### src/rtl/dma_rf_pkg.sv
package dma_rf_pkg;
  localparam int DATA_W = 8;
  localparam int WORD_W = 2 * DATA_W;
  localparam int NCH    = 4;
  localparam int CH_W   = $clog2(NCH);
  localparam int MODE_W = DATA_W - CH_W;
  localparam int ADDR_W = 4;

  typedef enum logic [ADDR_W-1:0] {
    P_CMD    = 4'd8,
    P_REQ    = 4'd9,
    P_SMASK  = 4'd10,
    P_MODE   = 4'd11,
    P_CLRPTR = 4'd12,
    P_MRST   = 4'd13,
    P_MEN    = 4'd14,
    P_MMASK  = 4'd15
  } port_e;

  function automatic logic [DATA_W-1:0] pick_byte(input logic [WORD_W-1:0] w, input logic hi);
    return hi ? w[WORD_W-1:DATA_W] : w[DATA_W-1:0];
  endfunction

  function automatic logic [WORD_W-1:0] merge_byte(input logic [WORD_W-1:0] w,
                                                   input logic [DATA_W-1:0] b, input logic hi);
    return hi ? {b, w[DATA_W-1:0]} : {w[WORD_W-1:DATA_W], b};
  endfunction

  function automatic logic [DATA_W-1:0] status_byte(input logic [NCH-1:0] pend,
                                                    input logic [NCH-1:0] tc);
    return {pend, tc};
  endfunction
endpackage

### src/rtl/dma_rf_decode.sv
module dma_rf_decode
  import dma_rf_pkg::*;
(
  input  logic              wr_en,
  input  logic              rd_en,
  input  logic [ADDR_W-1:0] addr,
  output logic              word_acc,
  output logic              word_wr,
  output logic [CH_W-1:0]   word_ch,
  output logic              word_is_len,
  output logic              wr_cmd,
  output logic              wr_req,
  output logic              wr_smask,
  output logic              wr_mode,
  output logic              wr_clrptr,
  output logic              wr_mrst,
  output logic              wr_men,
  output logic              wr_mmask,
  output logic              rd_stat
);
  logic is_word;
  assign is_word     = ~addr[ADDR_W-1];
  assign word_ch     = addr[CH_W:1];
  assign word_is_len = addr[0];
  assign word_wr     = wr_en & is_word;
  assign word_acc    = (wr_en | rd_en) & is_word;

  assign wr_cmd    = wr_en & (addr == P_CMD);
  assign wr_req    = wr_en & (addr == P_REQ);
  assign wr_smask  = wr_en & (addr == P_SMASK);
  assign wr_mode   = wr_en & (addr == P_MODE);
  assign wr_clrptr = wr_en & (addr == P_CLRPTR);
  assign wr_mrst   = wr_en & (addr == P_MRST);
  assign wr_men    = wr_en & (addr == P_MEN);
  assign wr_mmask  = wr_en & (addr == P_MMASK);
  assign rd_stat   = rd_en & ~wr_en & (addr == P_CMD);

  always_comb begin
    assert_one_cmd_R12: assert ($onehot0({wr_cmd, wr_req, wr_smask, wr_mode,
                                           wr_clrptr, wr_mrst, wr_men, wr_mmask, word_wr}))
      else $error("decode raised more than one write strobe");
  end
endmodule

### src/rtl/dma_rf_words.sv
module dma_rf_words
  import dma_rf_pkg::*;
(
  input  logic                  clk,
  input  logic                  rst_n,
  input  logic                  mrst,
  input  logic                  clrptr,
  input  logic                  word_acc,
  input  logic                  word_wr,
  input  logic [CH_W-1:0]       word_ch,
  input  logic                  word_is_len,
  input  logic [DATA_W-1:0]     wdata,
  input  logic [NCH*WORD_W-1:0] cur_off,
  input  logic [NCH*WORD_W-1:0] cur_len,
  output logic [NCH*WORD_W-1:0] base_off,
  output logic [NCH*WORD_W-1:0] base_len,
  output logic [NCH-1:0]        load_off,
  output logic [NCH-1:0]        load_len,
  output logic [DATA_W-1:0]     word_rdata,
  output logic                  ptr_hi
);
  always_ff @(posedge clk or negedge rst_n) begin
    if (!rst_n)               ptr_hi <= 1'b0;
    else if (mrst || clrptr)  ptr_hi <= 1'b0;
    else if (word_acc)        ptr_hi <= ~ptr_hi;
  end

  for (genvar c = 0; c < NCH; c++) begin : g_ch
    logic hit_off, hit_len;
    assign hit_off = word_wr && (word_ch == CH_W'(c)) && !word_is_len;
    assign hit_len = word_wr && (word_ch == CH_W'(c)) &&  word_is_len;

    always_ff @(posedge clk or negedge rst_n) begin
      if (!rst_n) begin
        base_off[c*WORD_W +: WORD_W] <= '0;
        base_len[c*WORD_W +: WORD_W] <= '0;
        load_off[c] <= 1'b0;
        load_len[c] <= 1'b0;
      end else begin
        load_off[c] <= hit_off;
        load_len[c] <= hit_len;
        if (hit_off) base_off[c*WORD_W +: WORD_W] <= merge_byte(base_off[c*WORD_W +: WORD_W], wdata, ptr_hi);
        if (hit_len) base_len[c*WORD_W +: WORD_W] <= merge_byte(base_len[c*WORD_W +: WORD_W], wdata, ptr_hi);
      end
    end
  end

  logic [WORD_W-1:0] live_word;
  assign live_word  = word_is_len ? cur_len[word_ch*WORD_W +: WORD_W] : cur_off[word_ch*WORD_W +: WORD_W];
  assign word_rdata = pick_byte(live_word, ptr_hi);

  assert_ptr_toggle_R2: assert property (@(posedge clk) disable iff (!rst_n)
    (word_acc && !clrptr && !mrst) |=> (ptr_hi != $past(ptr_hi)));
  assert_ptr_clear_R3: assert property (@(posedge clk) disable iff (!rst_n)
    clrptr |=> !ptr_hi);
  assert_load_single_R4: assert property (@(posedge clk) disable iff (!rst_n)
    $onehot0({load_off, load_len}));
  assert_load_after_write_R4: assert property (@(posedge clk) disable iff (!rst_n)
    !word_wr |=> ({load_off, load_len} == '0));
endmodule

### src/rtl/dma_rf_ctrl.sv
module dma_rf_ctrl
  import dma_rf_pkg::*;
(
  input  logic                  clk,
  input  logic                  rst_n,
  input  logic                  wr_cmd,
  input  logic                  wr_req,
  input  logic                  wr_smask,
  input  logic                  wr_mode,
  input  logic                  wr_mrst,
  input  logic                  wr_men,
  input  logic                  wr_mmask,
  input  logic                  rd_stat,
  input  logic [DATA_W-1:0]     wdata,
  input  logic [NCH-1:0]        tc_hit,
  output logic [DATA_W-1:0]     cmd_reg,
  output logic [NCH*MODE_W-1:0] mode_reg,
  output logic [NCH-1:0]        mask,
  output logic [NCH-1:0]        sw_req,
  output logic [NCH-1:0]        tc_flags,
  output logic                  chan_clr
);
  logic [CH_W-1:0] sel_ch;
  logic            sel_bit;
  assign sel_ch  = wdata[CH_W-1:0];
  assign sel_bit = wdata[CH_W];

  always_ff @(posedge clk or negedge rst_n) begin
    if (!rst_n) begin
      cmd_reg  <= '0;
      chan_clr <= 1'b0;
    end else begin
      chan_clr <= wr_mrst;
      if (wr_mrst)     cmd_reg <= '0;
      else if (wr_cmd) cmd_reg <= wdata;
    end
  end

  for (genvar c = 0; c < NCH; c++) begin : g_ch
    logic pick;
    assign pick = (sel_ch == CH_W'(c));

    always_ff @(posedge clk or negedge rst_n) begin
      if (!rst_n) begin
        mask[c]     <= 1'b1;
        sw_req[c]   <= 1'b0;
        tc_flags[c] <= 1'b0;
        mode_reg[c*MODE_W +: MODE_W] <= '0;
      end else begin
        if (wr_mrst)                mask[c] <= 1'b1;
        else if (wr_men)            mask[c] <= 1'b0;
        else if (wr_mmask)          mask[c] <= wdata[c];
        else if (wr_smask && pick)  mask[c] <= sel_bit;

        if (wr_mrst)               sw_req[c] <= 1'b0;
        else if (wr_req && pick)   sw_req[c] <= sel_bit;

        if (wr_mrst)        tc_flags[c] <= 1'b0;
        else if (tc_hit[c]) tc_flags[c] <= 1'b1;
        else if (rd_stat)   tc_flags[c] <= 1'b0;

        if (wr_mode && pick) mode_reg[c*MODE_W +: MODE_W] <= wdata[DATA_W-1:CH_W];
      end
    end
  end

  assert_mrst_state_R12: assert property (@(posedge clk) disable iff (!rst_n)
    wr_mrst |=> (&mask && sw_req == '0 && tc_flags == '0 && cmd_reg == '0 && chan_clr));
  assert_men_unmask_R13: assert property (@(posedge clk) disable iff (!rst_n)
    wr_men |=> (mask == '0));
  assert_tc_read_clear_R11: assert property (@(posedge clk) disable iff (!rst_n)
    (rd_stat && tc_hit == '0) |=> (tc_flags == '0));
  assert_tc_set_R11: assert property (@(posedge clk) disable iff (!rst_n)
    (!wr_mrst && tc_hit != '0) |=> ((tc_flags & $past(tc_hit)) == $past(tc_hit)));
endmodule

### src/rtl/dma_regfile.sv
module dma_regfile
  import dma_rf_pkg::*;
(
  input  logic                  clk,
  input  logic                  rst_n,
  input  logic                  wr_en,
  input  logic                  rd_en,
  input  logic [ADDR_W-1:0]     addr,
  input  logic [DATA_W-1:0]     wdata,
  output logic [DATA_W-1:0]     rdata,
  input  logic [NCH*WORD_W-1:0] cur_off,
  input  logic [NCH*WORD_W-1:0] cur_len,
  input  logic [NCH-1:0]        hw_req,
  input  logic [NCH-1:0]        tc_hit,
  output logic [NCH*WORD_W-1:0] base_off,
  output logic [NCH*WORD_W-1:0] base_len,
  output logic [NCH-1:0]        load_off,
  output logic [NCH-1:0]        load_len,
  output logic [DATA_W-1:0]     cmd_reg,
  output logic [NCH*MODE_W-1:0] mode_reg,
  output logic [NCH-1:0]        mask,
  output logic [NCH-1:0]        sw_req,
  output logic                  chan_clr
);
  logic              word_acc, word_wr, word_is_len;
  logic [CH_W-1:0]   word_ch;
  logic              wr_cmd, wr_req, wr_smask, wr_mode, wr_clrptr, wr_mrst, wr_men, wr_mmask, rd_stat;
  logic [DATA_W-1:0] word_rdata;
  logic              ptr_hi;
  logic [NCH-1:0]    tc_flags;

  dma_rf_decode u_dec (
    .wr_en(wr_en), .rd_en(rd_en), .addr(addr),
    .word_acc(word_acc), .word_wr(word_wr), .word_ch(word_ch), .word_is_len(word_is_len),
    .wr_cmd(wr_cmd), .wr_req(wr_req), .wr_smask(wr_smask), .wr_mode(wr_mode),
    .wr_clrptr(wr_clrptr), .wr_mrst(wr_mrst), .wr_men(wr_men), .wr_mmask(wr_mmask),
    .rd_stat(rd_stat)
  );

  dma_rf_words u_words (
    .clk(clk), .rst_n(rst_n), .mrst(wr_mrst), .clrptr(wr_clrptr),
    .word_acc(word_acc), .word_wr(word_wr), .word_ch(word_ch), .word_is_len(word_is_len),
    .wdata(wdata), .cur_off(cur_off), .cur_len(cur_len),
    .base_off(base_off), .base_len(base_len), .load_off(load_off), .load_len(load_len),
    .word_rdata(word_rdata), .ptr_hi(ptr_hi)
  );

  dma_rf_ctrl u_ctrl (
    .clk(clk), .rst_n(rst_n), .wr_cmd(wr_cmd), .wr_req(wr_req), .wr_smask(wr_smask),
    .wr_mode(wr_mode), .wr_mrst(wr_mrst), .wr_men(wr_men), .wr_mmask(wr_mmask),
    .rd_stat(rd_stat), .wdata(wdata), .tc_hit(tc_hit),
    .cmd_reg(cmd_reg), .mode_reg(mode_reg), .mask(mask), .sw_req(sw_req),
    .tc_flags(tc_flags), .chan_clr(chan_clr)
  );

  always_comb begin
    rdata = '0;
    if (rd_en) begin
      if (!addr[ADDR_W-1])     rdata = word_rdata;
      else if (addr == P_CMD)  rdata = status_byte(hw_req | sw_req, tc_flags);
    end
  end

  assert_rdata_idle_R10: assert property (@(posedge clk) disable iff (!rst_n)
    !rd_en |-> (rdata == '0));
  assert_clr_pulse_R12: assert property (@(posedge clk) disable iff (!rst_n)
    chan_clr |=> !chan_clr || $past(wr_mrst));
endmodule

### config.mk
export PLATFORM = sky130hd
export DESIGN_NAME = dma_regfile
export DESIGN_NICKNAME = d
export VERILOG_FILES = /design/src/rtl/dma_rf_pkg.sv /design/src/rtl/dma_rf_decode.sv /design/src/rtl/dma_rf_words.sv /design/src/rtl/dma_rf_ctrl.sv /design/src/rtl/dma_regfile.sv
export SDC_FILE = /design/constraint.sdc
export NUM_CORES = 1
export LEC_CHECK = 0
export ABC_AREA = 1
export CORE_MARGIN = 10
export CORE_UTILIZATION = 45
export CTS_BUF_LIST = sky130_fd_sc_hd__clkbuf_8
export DETAILED_ROUTE_END_ITERATION = 16
export DONT_BUFFER_PORTS = 1
export PLACE_DENSITY_LB_ADDON = 0.15
export SYNTH_ARGS = -nofsm -noshare
export SYNTH_HDL_FRONTEND = slang
export SYNTH_HIERARCHICAL = 1
export SYNTH_SLANG_ARGS = --single-unit
export TNS_END_PERCENT = 100
### constraint.sdc
create_clock -name clk -period 1.8 [get_ports clk]
set_input_delay 0.09 -clock clk [delete_from_list [all_inputs] [get_ports clk]]
set_output_delay 0.09 -clock clk [all_outputs]
set_load 0.1 [all_outputs]
==> results.sh <==
export IMPL_run_status="finished, violations left"
export IMPL_violations="hold timing, setup timing"
export IMPL_vias=7843
export IMPL_ys_seq_area_frac=0.5208
export IMPL_tns_ns=-0.8761
export IMPL_syn_inst=1090
export IMPL_die_h_um=159.5
export IMPL_core_area_mm2=0.01889
export IMPL_p_total_mw=19.43
export IMPL_finalCritPeriodShare=1.075
export IMPL_htree_levels=4
export IMPL_syn_avg_cell_area_um2=8.032
export IMPL_synth_flop_cell="dfrtp_1"
export IMPL_cts_tree="yes"
export IMPL_max_cap_violations=0
export IMPL_insertion_delay_ns=0.47
export IMPL_power_leakage_nw=5.857
export IMPL_synth_seq_cells=182
export IMPL_path_class="flip-flop to output pin"
export IMPL_num_antenna_cells=0
export IMPL_fin_nets=1450
export IMPL_critPathCaptureType="output pin"
export IMPL_netlist_area_mm2=0.008755
export IMPL_ys_async_sr_fraction=1.000
export IMPL_die_area_mm2=0.02543
export IMPL_ioPinCount=337
export IMPL_root_buffer="clkbuf_8"
export IMPL_powerDensity_mw_per_mm2=1715
export IMPL_cp_required_ns=1.71
export IMPL_cp_arrival_ns=1.84
export IMPL_clkSlewWorstSetupHoldPaths_ns=0.11
export IMPL_pre_cts_ws_ns=0.03997
export IMPL_drt_total_wl_mm=29.29
export IMPL_wire_per_inst_um=18.65
export IMPL_grt_use_met3=0.08598
export IMPL_initial_core_util=0.4634
export IMPL_rsz0062_at_grt="yes"
export IMPL_holdCritPathClass="input pin to async pin"
export IMPL_synthTopCellsByCount="329 x nand2_1, 178 x dfrtp_1, 144 x inv_1, 101 x o21ai_1, 85 x nand3_1"
export IMPL_synth_area_leaders="dfrtp_1 51%, nand2_1 14%, inv_1 6.2%, o21ai_1 5.8%, nand3_1 4.9%"
export IMPL_stdcell_count=1571
export IMPL_setup_viol=8
export IMPL_grt_start_max_net_pins=183
export IMPL_finalWorstSetupSlack_ns=-0.1349
export IMPL_tightest_slew_ns=0.7814
export IMPL_slew_headroom=0.4785
export IMPL_hold_violations=182
export IMPL_cts_buffers=17
export IMPL_critical_path_max_fanout=5
export IMPL_antenna_found_initial=0
export IMPL_area_delta_synth_final_pct=29.40
export IMPL_synth_edff_count=0
export IMPL_drive_gt1_frac=0.2403
export IMPL_finalCriticalPeriod_ns=1.935
export IMPL_synth_distinct_cells=25
export IMPL_grt_busiest_layer="met2"
export IMPL_place_area_mm2=0.01047
export IMPL_start_kind="flip-flop"
export IMPL_finClkSkew_ns=0.02064
export IMPL_syn_num_nets=1242
export IMPL_dr_pass1_iters=6
export IMPL_fmax_ghz=0.5168
export IMPL_synth_top_area_frac=0.5088
export IMPL_clockBufferDepth=2
export IMPL_hpwl_mm=21.40
export IMPL_numClockSinks=182
export IMPL_gp_congestion=0.9251
export IMPL_portBuffers=0
export IMPL_drc=0
export IMPL_yosys_area_top_type="dfrtp_1"
export IMPL_use_met2=0.3589
export IMPL_drt_iter0_drc=493
export IMPL_yosysWarnings=6
export IMPL_peakVddDrop_uv=1259
export IMPL_postRouteAntennaNets=0
export IMPL_grt_pass1_wl_mm=45.22
export IMPL_grt_pass1_vias=7548
export IMPL_rows=50
export IMPL_globalRouteMet1Util=0.2743
export IMPL_die_w_um=159.5
export IMPL_dp_cells=1497
export IMPL_via_per_inst=4.992
export IMPL_drv_slew=0
export IMPL_synth_most_common_cell="nand2_1"
export IMPL_stdcell_area_mm2=0.01133
export IMPL_post_route_util=0.5996
export IMPL_grt_remaining_overflow=0
export IMPL_grt_use_total=0.2227
export IMPL_holdBufCountCts=34
export IMPL_hold_ws_ns=-0.7013
-- where the power goes --
part           switching [mW]  internal, mW  leakage (nW)
Sequential              0.383          5.07          2.31
Clock                    1.67          1.04         0.198
Combinational            9.16          2.11          3.35
-- layout by cell type, fill, tap and decap left out, drive strengths merged --
cell type / synthesis / routed
nand2: 341 / 341
buf: 45 / 210
dfrtp: 178 / 178
inv: 150 / 159
o21ai: 145 / 145
nand3: 90 / 90
nor2: 61 / 61
dlygate4sd3: 0 / 33
o21a: 32 / 32
clkbuf: 11 / 17
a21oi: 16 / 16
o211ai: 8 / 8
nor3: 7 / 7
dfstp: 4 / 4
clkinv: 0 / 4
clkinvlp: 0 / 3
dlymetal6s4s: 0 / 1
o31ai: 1 / 1
nor4: 1 / 1
-- cell type report --
cell class / count / area (um^2)
Clock buffer: 17 / 234.0
Clock inverter: 15 / 152.6
Fill cell: 1753 / 7565
Inverter: 150 / 566.8
Multi-Input combinational cell: 702 / 3420
Sequential cell: 182 / 4566
Tap cell: 260 / 325.3
Timing Repair Buffer: 244 / 2057
Timing Repair inverter: 1 / 7.507
-- timing repair --
item                                    CTS  global route
resized for setup                        10             6
pin swaps                                 8             6
endpoints found under the setup margin    8            40
setup buffers                             4             3
hold endpoints to repair                237           182
cloned                                    1             0
-- cells by family after synthesis --
group	Yosys count	synth area share
buf+inv	206	0.1015
flops	182	0.5208
compound gates	202	0.1298
simple gates	500	0.2480
-- critical path: stages, from the launching register on --
cell and delay (ns):
dfrtp_2 0.45, clkinvlp_4 0.18, nand2_1 0.10, nor2_1 0.06
nor2_1 0.13, nand2_1 0.11, a21oi_4 0.16, buf_12 0.19
-- final timing paths --
check                      cells past startpoint          startpoint                   end  slack [ns]
hold reg to reg                                2  u_ctrl/mode_reg[0]    u_ctrl/mode_reg[0]        0.49
max in group asynchronous                      0               rst_n  u_words/base_off[45]        2.20
setup reg to reg                               8      u_words/ptr_hi  u_words/base_len[15]        0.09
min in group clk                               3            wdata[6]  u_words/base_len[54]        0.03
hold / removal                                 0               rst_n    u_ctrl/mode_reg[4]       -0.70
setup / recovery                               7      u_words/ptr_hi              rdata[5]       -0.13
-- per-layer routing --
metal / part of all wire / wire (um) / vias to the layer above
li1: - / - / 3848
met2: 0.48 / 14140 / 280
met3: 0.10 / 2957 / 29
met1: 0.40 / 11750 / 3686
met5: 0 / 0 / -
met4: 0.015 / 439 / 0
Power figures use the tool's default switching activity.
